[src/rtl/rhc_pkg.sv]
package rhc_pkg;
  typedef enum logic {
    ST_IDLE = 1'b0,
    ST_SCAN = 1'b1
  } scan_state_t;
endpackage

[src/rtl/rhc_token_chain.sv]
module rhc_token_chain #(
  parameter int NUM_CELLS = 512,
  parameter int DATA_W    = 3,
  parameter int ADDR_W    = 9
) (
  input  logic                          active,
  input  logic [NUM_CELLS-1:0]          pending,
  input  logic [NUM_CELLS*DATA_W-1:0]   row,
  output logic [NUM_CELLS-1:0]          grant,
  output logic                          token_out,
  output logic                          bus_en,
  output logic [ADDR_W-1:0]             bus_addr,
  output logic [DATA_W-1:0]             bus_data
);
  logic [NUM_CELLS:0] tok;

  // token ripples through cells that have nothing left to send
  always_comb begin
    tok[0] = active;
    for (int i = 0; i < NUM_CELLS; i++) begin
      grant[i]  = tok[i] & pending[i];
      tok[i+1]  = tok[i] & ~pending[i];
    end
  end

  assign token_out = tok[NUM_CELLS];
  assign bus_en    = |grant;

  // shared row bus: wired-OR of the single enabled cell
  always_comb begin
    bus_addr = '0;
    bus_data = '0;
    for (int i = 0; i < NUM_CELLS; i++) begin
      if (grant[i]) begin
        bus_addr = bus_addr | ADDR_W'(i);
        bus_data = bus_data | row[i*DATA_W +: DATA_W];
      end
    end
  end
endmodule

[src/rtl/rhc_row_buffer.sv]
module rhc_row_buffer #(
  parameter int DEPTH  = 18,
  parameter int ADDR_W = 9,
  parameter int DATA_W = 3
) (
  input  logic                     clk,
  input  logic                     rst,
  input  logic                     clear,
  input  logic                     shift,
  input  logic [ADDR_W-1:0]        in_addr,
  input  logic [DATA_W-1:0]        in_data,
  output logic [DEPTH-1:0]         valid,
  output logic [DEPTH*ADDR_W-1:0]  addr_flat,
  output logic [DEPTH*DATA_W-1:0]  data_flat,
  output logic                     lost
);
  logic [DEPTH-1:0]             valid_q;
  logic [DEPTH-1:0][ADDR_W-1:0] addr_q;
  logic [DEPTH-1:0][DATA_W-1:0] data_q;

  always_ff @(posedge clk) begin
    if (rst || clear) begin
      valid_q <= '0;
      addr_q  <= '0;
      data_q  <= '0;
    end else if (shift) begin
      valid_q <= {valid_q[DEPTH-2:0], 1'b1};
      addr_q  <= {addr_q[DEPTH-2:0], in_addr};
      data_q  <= {data_q[DEPTH-2:0], in_data};
    end
  end

  assign lost      = shift & valid_q[DEPTH-1];
  assign valid     = valid_q;
  assign addr_flat = addr_q;
  assign data_flat = data_q;
endmodule

[src/rtl/row_hit_compactor.sv]
module row_hit_compactor #(
  parameter int NUM_CELLS = 512,
  parameter int DATA_W    = 3,
  parameter int DEPTH     = 18,
  localparam int ADDR_W   = $clog2(NUM_CELLS),
  localparam int CNT_W    = $clog2(NUM_CELLS + 1)
) (
  input  logic                         clk,
  input  logic                         rst,
  input  logic                         start,
  input  logic [NUM_CELLS*DATA_W-1:0]  pix_data,
  output logic                         busy,
  output logic                         done,
  output logic                         overflow,
  output logic [CNT_W-1:0]             hit_count,
  output logic [DEPTH-1:0]             buf_valid,
  output logic [DEPTH*ADDR_W-1:0]      buf_addr,
  output logic [DEPTH*DATA_W-1:0]      buf_data
);
  import rhc_pkg::*;

  scan_state_t                 state_q;
  logic [NUM_CELLS-1:0]        pending_q;
  logic [NUM_CELLS*DATA_W-1:0] row_q;
  logic [NUM_CELLS-1:0]        hit_mask;
  logic [CNT_W-1:0]            count_q;
  logic                        done_q;
  logic                        ovf_q;

  logic [NUM_CELLS-1:0] grant;
  logic                 token_out;
  logic                 bus_en;
  logic [ADDR_W-1:0]    bus_addr;
  logic [DATA_W-1:0]    bus_data;
  logic                 lost;
  logic                 scanning;
  logic                 accept;

  generate
    for (genvar c = 0; c < NUM_CELLS; c++) begin : g_hit
      assign hit_mask[c] = |pix_data[c*DATA_W +: DATA_W];
    end
  endgenerate

  assign scanning = (state_q == ST_SCAN);
  assign accept   = start & ~scanning;

  rhc_token_chain #(
    .NUM_CELLS(NUM_CELLS), .DATA_W(DATA_W), .ADDR_W(ADDR_W)
  ) u_chain (
    .active   (scanning),
    .pending  (pending_q),
    .row      (row_q),
    .grant    (grant),
    .token_out(token_out),
    .bus_en   (bus_en),
    .bus_addr (bus_addr),
    .bus_data (bus_data)
  );

  rhc_row_buffer #(
    .DEPTH(DEPTH), .ADDR_W(ADDR_W), .DATA_W(DATA_W)
  ) u_buf (
    .clk      (clk),
    .rst      (rst),
    .clear    (accept),
    .shift    (scanning & bus_en),
    .in_addr  (bus_addr),
    .in_data  (bus_data),
    .valid    (buf_valid),
    .addr_flat(buf_addr),
    .data_flat(buf_data),
    .lost     (lost)
  );

  always_ff @(posedge clk) begin
    if (rst) begin
      state_q   <= ST_IDLE;
      pending_q <= '0;
      row_q     <= '0;
      count_q   <= '0;
      done_q    <= 1'b0;
      ovf_q     <= 1'b0;
    end else if (accept) begin
      state_q   <= ST_SCAN;
      row_q     <= pix_data;
      pending_q <= hit_mask;
      count_q   <= '0;
      done_q    <= 1'b0;
      ovf_q     <= 1'b0;
    end else if (scanning) begin
      if (token_out) begin
        state_q <= ST_IDLE;
        done_q  <= 1'b1;
      end else begin
        pending_q <= pending_q & ~grant;
        count_q   <= count_q + CNT_W'(1);
        if (lost) ovf_q <= 1'b1;
      end
    end
  end

  assign busy      = scanning;
  assign done      = done_q;
  assign overflow  = ovf_q;
  assign hit_count = count_q;
endmodule

[config.mk]
export PLATFORM = sky130hd
export DESIGN_NAME = row_hit_compactor
export DESIGN_NICKNAME = d
export VERILOG_FILES = /design/src/rtl/rhc_pkg.sv /design/src/rtl/rhc_token_chain.sv /design/src/rtl/rhc_row_buffer.sv /design/src/rtl/row_hit_compactor.sv
export SDC_FILE = /design/constraint.sdc
export NUM_CORES = 2
export LEC_CHECK = 0
export BUFFER_PORTS_ARGS = -buffer_cell sky130_fd_sc_hd__buf_4
export CAP_MARGIN = 20
export CORE_AREA = 2 2 702 704
export CTS_CLUSTER_DIAMETER = 30
export DETAILED_ROUTE_END_ITERATION = 16
export DIE_AREA = 0 0 704 706
export GPL_TIMING_DRIVEN = 1
export PLACE_DENSITY_LB_ADDON = 0.08
export SYNTH_ARGS = -nofsm -noshare
export SYNTH_HDL_FRONTEND = slang
export SYNTH_SLANG_ARGS = --single-unit
[constraint.sdc]
create_clock -name clk -period 7.5 [get_ports clk]
set_input_delay 1.5 -clock clk [delete_from_list [all_inputs] [get_ports clk]]
set_output_delay 1.5 -clock clk [all_outputs]
set_load 0.02 [all_outputs]
# After elaboration in Yosys (flattened, before gate mapping)
# Index checks and enable logic that the tools add are counted.
word_totals:
  regBits: 2295
  output_inout_bits: 247
  in_bits: 1539
  word_cells: 3701
op_classes:
  bitwise_logic: 2053
  muxes: 1081
  eq_ne: 1
  reduce_logical: 522
  n_addsub: 1
ops:
  columns: ["operator", "n"]
  rows:
  - ["512-bit two-way mux", 9]
  - ["1536-bit two-way mux", 2]
  - ["9-bit two-way mux", 256]
  - ["3-bit two-way mux", 516]
  - ["3-bit OR reduction", 512]
  - ["3-bit bitwise OR", 511]
  - ["1-bit AND", 1027]
  - ["8-bit two-way mux", 128]
  - ["1-bit inverter", 513]
  - ["512-bit AND", 1]
  - ["512-bit inverter", 1]
  - ["512-bit OR reduction", 1]
  - ["7-bit two-way mux", 64]
  - ["162-bit two-way mux", 2]
  - ["6-bit two-way mux", 32]
  - ["54-bit two-way mux", 2]
  - ["10-bit two-way mux", 9]
  - ["5-bit two-way mux", 16]
  - ["18-bit two-way mux", 2]
  - ["1-bit two-way mux", 33]
  - ["4-bit two-way mux", 8]
  - ["10-bit by 1-bit adder with 10-bit output, second input constant", 1]
  - ["3-bit nonzero test", 3]
  - ["2-bit two-way mux", 2]
  - ["5 further kinds", 7]

# Logic depth before layout (Yosys ltp)
depth:
  ltp_word: 1026
  ltp_mapped: 17
  ltp_nobuf: 11

# Cells and area by module
# From an unflattened synthesis, not the netlist that was laid out.
hier_totals:
  hier_cells: 14542
  hier_area_um2: 112650.5
by_module_without_submodules:
  columns: ["module", "area_each_um2", "cells_each", "n_inst", "seq_area_each_um2"]
  rows:
  - ["row_hit_compactor", 75179.6, 8998, 1, 41259.6]
  - ["rhc_token_chain", 29087.9, 4788, 1, 0.0]
  - ["rhc_row_buffer", 8383.0, 756, 1, 4684.5]

# Worst setup path before layout
# OpenSTA, ideal clock, no wires.
synth_path:
  path_type: "register to register"
  from: "reg pending_q[120]"
  to: "reg u_buf.addr_q, in the netlist u_buf.addr_flat[4]"
  synth_period_minus_slack_ns: 3.711
  arrival_ns: 3.637
  path_stages_with_launch: 15
  required_time_ns: 7.426
  path_buffers: 4
  setup_slack_ns: 3.789
  setup_ns: 0.074
  path_cell_list: "dfxtp_1 -> buf_2 -> or4_4 -> nor4_4 -> and4_1 -> buf_4 -> nand4_4 -> or3_1 -> buf_2 -> buf_2 -> or4_1 -> o21ai_1 -> nor3_1 -> and3_1 -> a31oi_1"
synth_between:
  elab_chain_len: 396
  elab_cells_between_ends: 1181
  classes_between: "394 x mux; 785 x bitwise; 2 x reduce/logical"
synth_lines:
  columns: ["element", "line_no", "text"]
  rows:
  - ["from (decl)", "row_hit_compactor.sv:23", "logic [NUM_CELLS-1:0] pending_q;"]
  - ["from (signal assigned)", "row_hit_compactor.sv:87", "pending_q <= hit_mask;"]
  - ["from (signal assigned)", "row_hit_compactor.sv:96", "pending_q <= pending_q & ~grant;"]
  - ["1-bit inverter", "rhc_token_chain.sv:22", "tok[i+1] = tok[i] & ~pending[i];"]
  - ["1-bit AND", "rhc_token_chain.sv:22", null]
  - ["1-bit AND (on tied branches)", "rhc_token_chain.sv:22, rhc_token_chain.sv:21", null]
  - ["1-bit AND (tied with other cells) (6 in a row)", "rhc_token_chain.sv:22", null]
  - ["1-bit AND / 7-bit two-way mux (equally long branches)", "rhc_token_chain.sv:22, rhc_token_chain.sv:34", null]
  - ["1-bit AND / 8-bit two-way mux (equally long branches) (15 in a row)", "rhc_token_chain.sv:22, rhc_token_chain.sv:34", null]
  - ["1-bit AND (tied with other cells) (16 in a row)", "rhc_token_chain.sv:22", null]
  - ["1-bit AND / 8-bit two-way mux (equally long branches) (16 in a row)", "rhc_token_chain.sv:22, rhc_token_chain.sv:34", null]
  - ["[272 not listed]", null, null]
  - ["1-bit AND / 9-bit two-way mux (equally long branches) (16 in a row)", "rhc_token_chain.sv:22, rhc_token_chain.sv:34", null]
  - ["1-bit AND (tied with other cells) (16 in a row)", "rhc_token_chain.sv:22", null]
  - ["1-bit AND / 9-bit two-way mux (equally long branches) (16 in a row)", "rhc_token_chain.sv:22, rhc_token_chain.sv:34", null]
  - ["1-bit AND (tied with other cells) (15 in a row)", "rhc_token_chain.sv:22", null]
  - ["1-bit AND / 9-bit two-way mux (equally long branches)", "rhc_token_chain.sv:21, rhc_token_chain.sv:34", null]
  - ["512-bit OR reduction / 9-bit two-way mux (equally long branches)", "rhc_token_chain.sv:27, rhc_token_chain.sv:34", null]
  - ["1-bit AND / 162-bit two-way mux (equally long branches)", "row_hit_compactor.sv:67, rhc_row_buffer.sv:26", null]
  - ["2-bit nonzero test (no line) / 162-bit two-way mux (equally long branches)", null, null]
  - ["to (signal assigned)", "rhc_row_buffer.sv:28", "addr_q <= {addr_q[DEPTH-2:0], in_addr};"]
  - ["to (decl)", "rhc_row_buffer.sv:18", "logic [DEPTH-1:0][ADDR_W-1:0] addr_q;"]
# Several ways; a longest one is shown, not always the timed one. The select of a mux whose other input is x is not followed.
# A chain may end at the register's enable or synchronous reset.

==> results.toml <==
[run_status]
status = "finished with violations"
violations = "capacitance limit, slew limit"

[job]
max-cap-violations = 1

[yosys]
yosysWarnings = 0
synth_cell_types = 93
yosysMostFrequentCell = "nand2_1"
ys_seq_elements = 2295
synth_ff_type = "dfxtp_1"
ys_seq_area_frac = 0.4239
synth_top_cell_by_area = "dfxtp_1"
synth-async-reset-ratio = 0
synthesis.instances = 14890
synth_enable_flop_cells = 0
synth_top_area_frac = 0.4239
syn_area_um2 = 108400
synth_area_leaders = "dfxtp_1, nand2_1, a21oi_1"
syn_area_per_cell_um2 = 7.279
synth_commonest_cells = "nand2_1, a21oi_1, dfxtp_1, clkbuf_1, nor4_1"
synthesis.nets = 16430

[die]
die_area_um2 = 497000
die_w_um = 704
die-height_um = 706
core_area_um2 = 489100
pin_count = 1786
start_util = 0.2216
row_count = 257

[timing]
maxSlewHeadroom = -0.01423
tightest_slew_ns = 1.507
final_max_slew_viol_count = 2
rsz0062_at_grt = "false"
finalCritPeriodShare = 0.9874
setup_viol = 0
finalClockSkew_ns = 0.1034
period_needed_ns = 7.406
tns_ns = 0
max_freq_mhz = 135.0
hold_violations = 0

[place]
gp_congestion = 1.053
hpwl_um = 767200
dp_cells = 22640
portBuffers = 1785
place_area_um2 = 131500

[min_path]
hp-start = "u_buf.addr_flat[98]"
holdCritPathClass = "register to register"

[clock_network]
h-tree-depth = 6
cts_buffer_depth = 4
ctsHoldBuffers = 0
post_cts_buffers = 0
cts_resized = 0
clk-insertion-delay-late_ns = 1.14
clkSinkCount = 2295
clkTransAtPathRegs_ns = 0.04
cts_buffers = 747
cts_root_buf = "clkbuf_16"
cts_tree = "yes"

[grt]
antenna_found_initial = 414
grt_max_degree = 181
grt_first_pass_wirelength_um = 1208000
track_usage = 0.3566
overflow = 0
grt_pass1_vias = 126800

[setup_path]
crit_slowest_cell = "nor4_1"
crit_required_ns = 8.41
worstSetupPathType = "register to register"
cp-start-kind = "register"
timing.rr.start = "pending_q[90]"
cp_max_fo = 15
path_buf_inv = 2
end_kind = "register"
path_cells = "nor3_1, and4_1, and4_1, nand3_1, buf_4, nor4_1, buf_4, a2111oi_0, o2111ai_1, or4_1, or4_1, nor4_1, a31oi_1"
crit_start = "pending_q[90]"
slowest_delay_ns = 1.07
cp.arrival_ns = 8.32
crit_family = "simple AND/OR/NAND/NOR gates"

[route]
drt_pass1_iterations = 7
drt-initial-drc-count = 16400
wirelength_um = 935200
drtAntennaViolNets = 0
vias = 134300
viasPerCell = 5.544
wl_per_cell_um = 38.60
drc = 0

[power]
p_leak_nw = 58.55
peakVddDrop_mv = 0.2313
p_per_area_nw_per_um2 = 326.7

[finish]
layout-drive-gt1-share = 0.2207
area_growth_pct = 46.28
final-instance-count-excl-fill = 24230
final_area_um2 = 158500
nets = 18460
n_fill_cell = 53420
[worst paths after layout]
| check | end | slack [ns] | cells after the start |
|---|---|---|---|
| max | u_buf.data_flat[0] | 0.09 | 13 |
| min | u_buf.addr_flat[107] | 0.44 | 2 |
| max reg2reg | u_buf.data_flat[0] | 0.09 | 13 |
| min reg2reg | u_buf.addr_flat[107] | 0.44 | 2 |
[metal layers]
layer  part of all wire  vias to the layer above  global-route usage
met5             0.0016                        -                   0
met3              0.092                     2166              0.1071
met2               0.44                     7335              0.5510
li1                   -                    58120                   -
met4              0.078                      238              0.2457
met1               0.39                    66480              0.4243
[per-stage QoR]
stage | utilization | setup slack [ns] | hold WS, ns | total power [mW]
after global routing | 0.3237 | 0.3317 | 0.4544 | 53.15
final | 0.3241 | 0.09436 | 0.4357 | 51.79
after CTS | 0.3230 | 0.3750 | 0.4387 | 51.92
after detailed placement | 0.2688 | 0.4429 | 0.4435 | 19.25
after floorplan | - | 3.789 | 0.4312 | 16.08
after global placement | 0.2681 | 0.1786 | 0.4410 | 19.26
[area by class of cell]
type	count	area [µm²]	area share
Antenna cell	202	505.5	0.003189
Clock buffer	1051	21510	0.1357
Clock inverter	333	5019	0.03166
Inverter	90	337.8	0.002131
Multi-Input combinational cell	11320	57990	0.3658
Sequential cell	2295	45940	0.2898
Tap cell	6475	8102	0.05110
Timing Repair Buffer	2469	19120	0.1206
[tightest hold or removal path, stage by stage, from the launching register on]
cell and delay [ns]:
dfxtp_1 0.32, nand2_1 0.06, a21oi_1 0.05
[cell usage in the layout, fill, tap and decap left out, types with 49 or more instances in the layout]
| cell type | n |
|---|---|
| nor3_1 | 475 |
| nor2b_1 | 115 |
| clkinv_2 | 161 |
| and3_1 | 85 |
| o21ai_0 | 408 |
| a32oi_1 | 91 |
| a211oi_1 | 240 |
| o311ai_0 | 76 |
| dfxtp_1 | 2295 |
| a221oi_1 | 63 |
| diode_2 | 202 |
| clkbuf_1 | 141 |
| nand2_1 | 4225 |
| inv_1 | 90 |
| nand3_1 | 283 |
| or4_1 | 109 |
| bufinv_16 | 82 |
| nand4_1 | 241 |
| nor4_1 | 636 |
| nor2_1 | 618 |
| buf_4 | 2392 |
| clkbuf_8 | 159 |
| a31oi_1 | 49 |
| o31ai_1 | 110 |
| or3_1 | 81 |
| a22oi_1 | 145 |
| clkbuf_16 | 751 |
| a21oi_1 | 2363 |
[flip-flops by register name, summed over array words and instances (netlist names)]
name / flops
hit_count: 10
u_buf.addr_flat: 162
u_buf.data_flat: 54
u_buf.valid: 18
busy: 1
row_q: 1536
done: 1
overflow: 1
pending_q: 512
[kinds of logic after synthesis]
| family | synth area share |
|---|---|
| AO/OA/AOI/OAI | 0.2243 |
| flip-flops | 0.4239 |
| buffers and inverters | 0.04552 |
| adder cells (fa/ha/maj) | 0.0001154 |
| multiplexers | 0.0005773 |
| AND/OR/NAND/NOR | 0.3049 |
| XOR/XNOR | 0.0005657 |
[report_power, final]
part	internal [mW]	leakage, nW	switching (mW)
Clock	22.7	13.0	9.90
Combinational	1.62	26.7	3.58
Sequential	13.0	18.9	1.01
Total	37.3	58.5	14.5
Power figures use the tool's default switching activity.
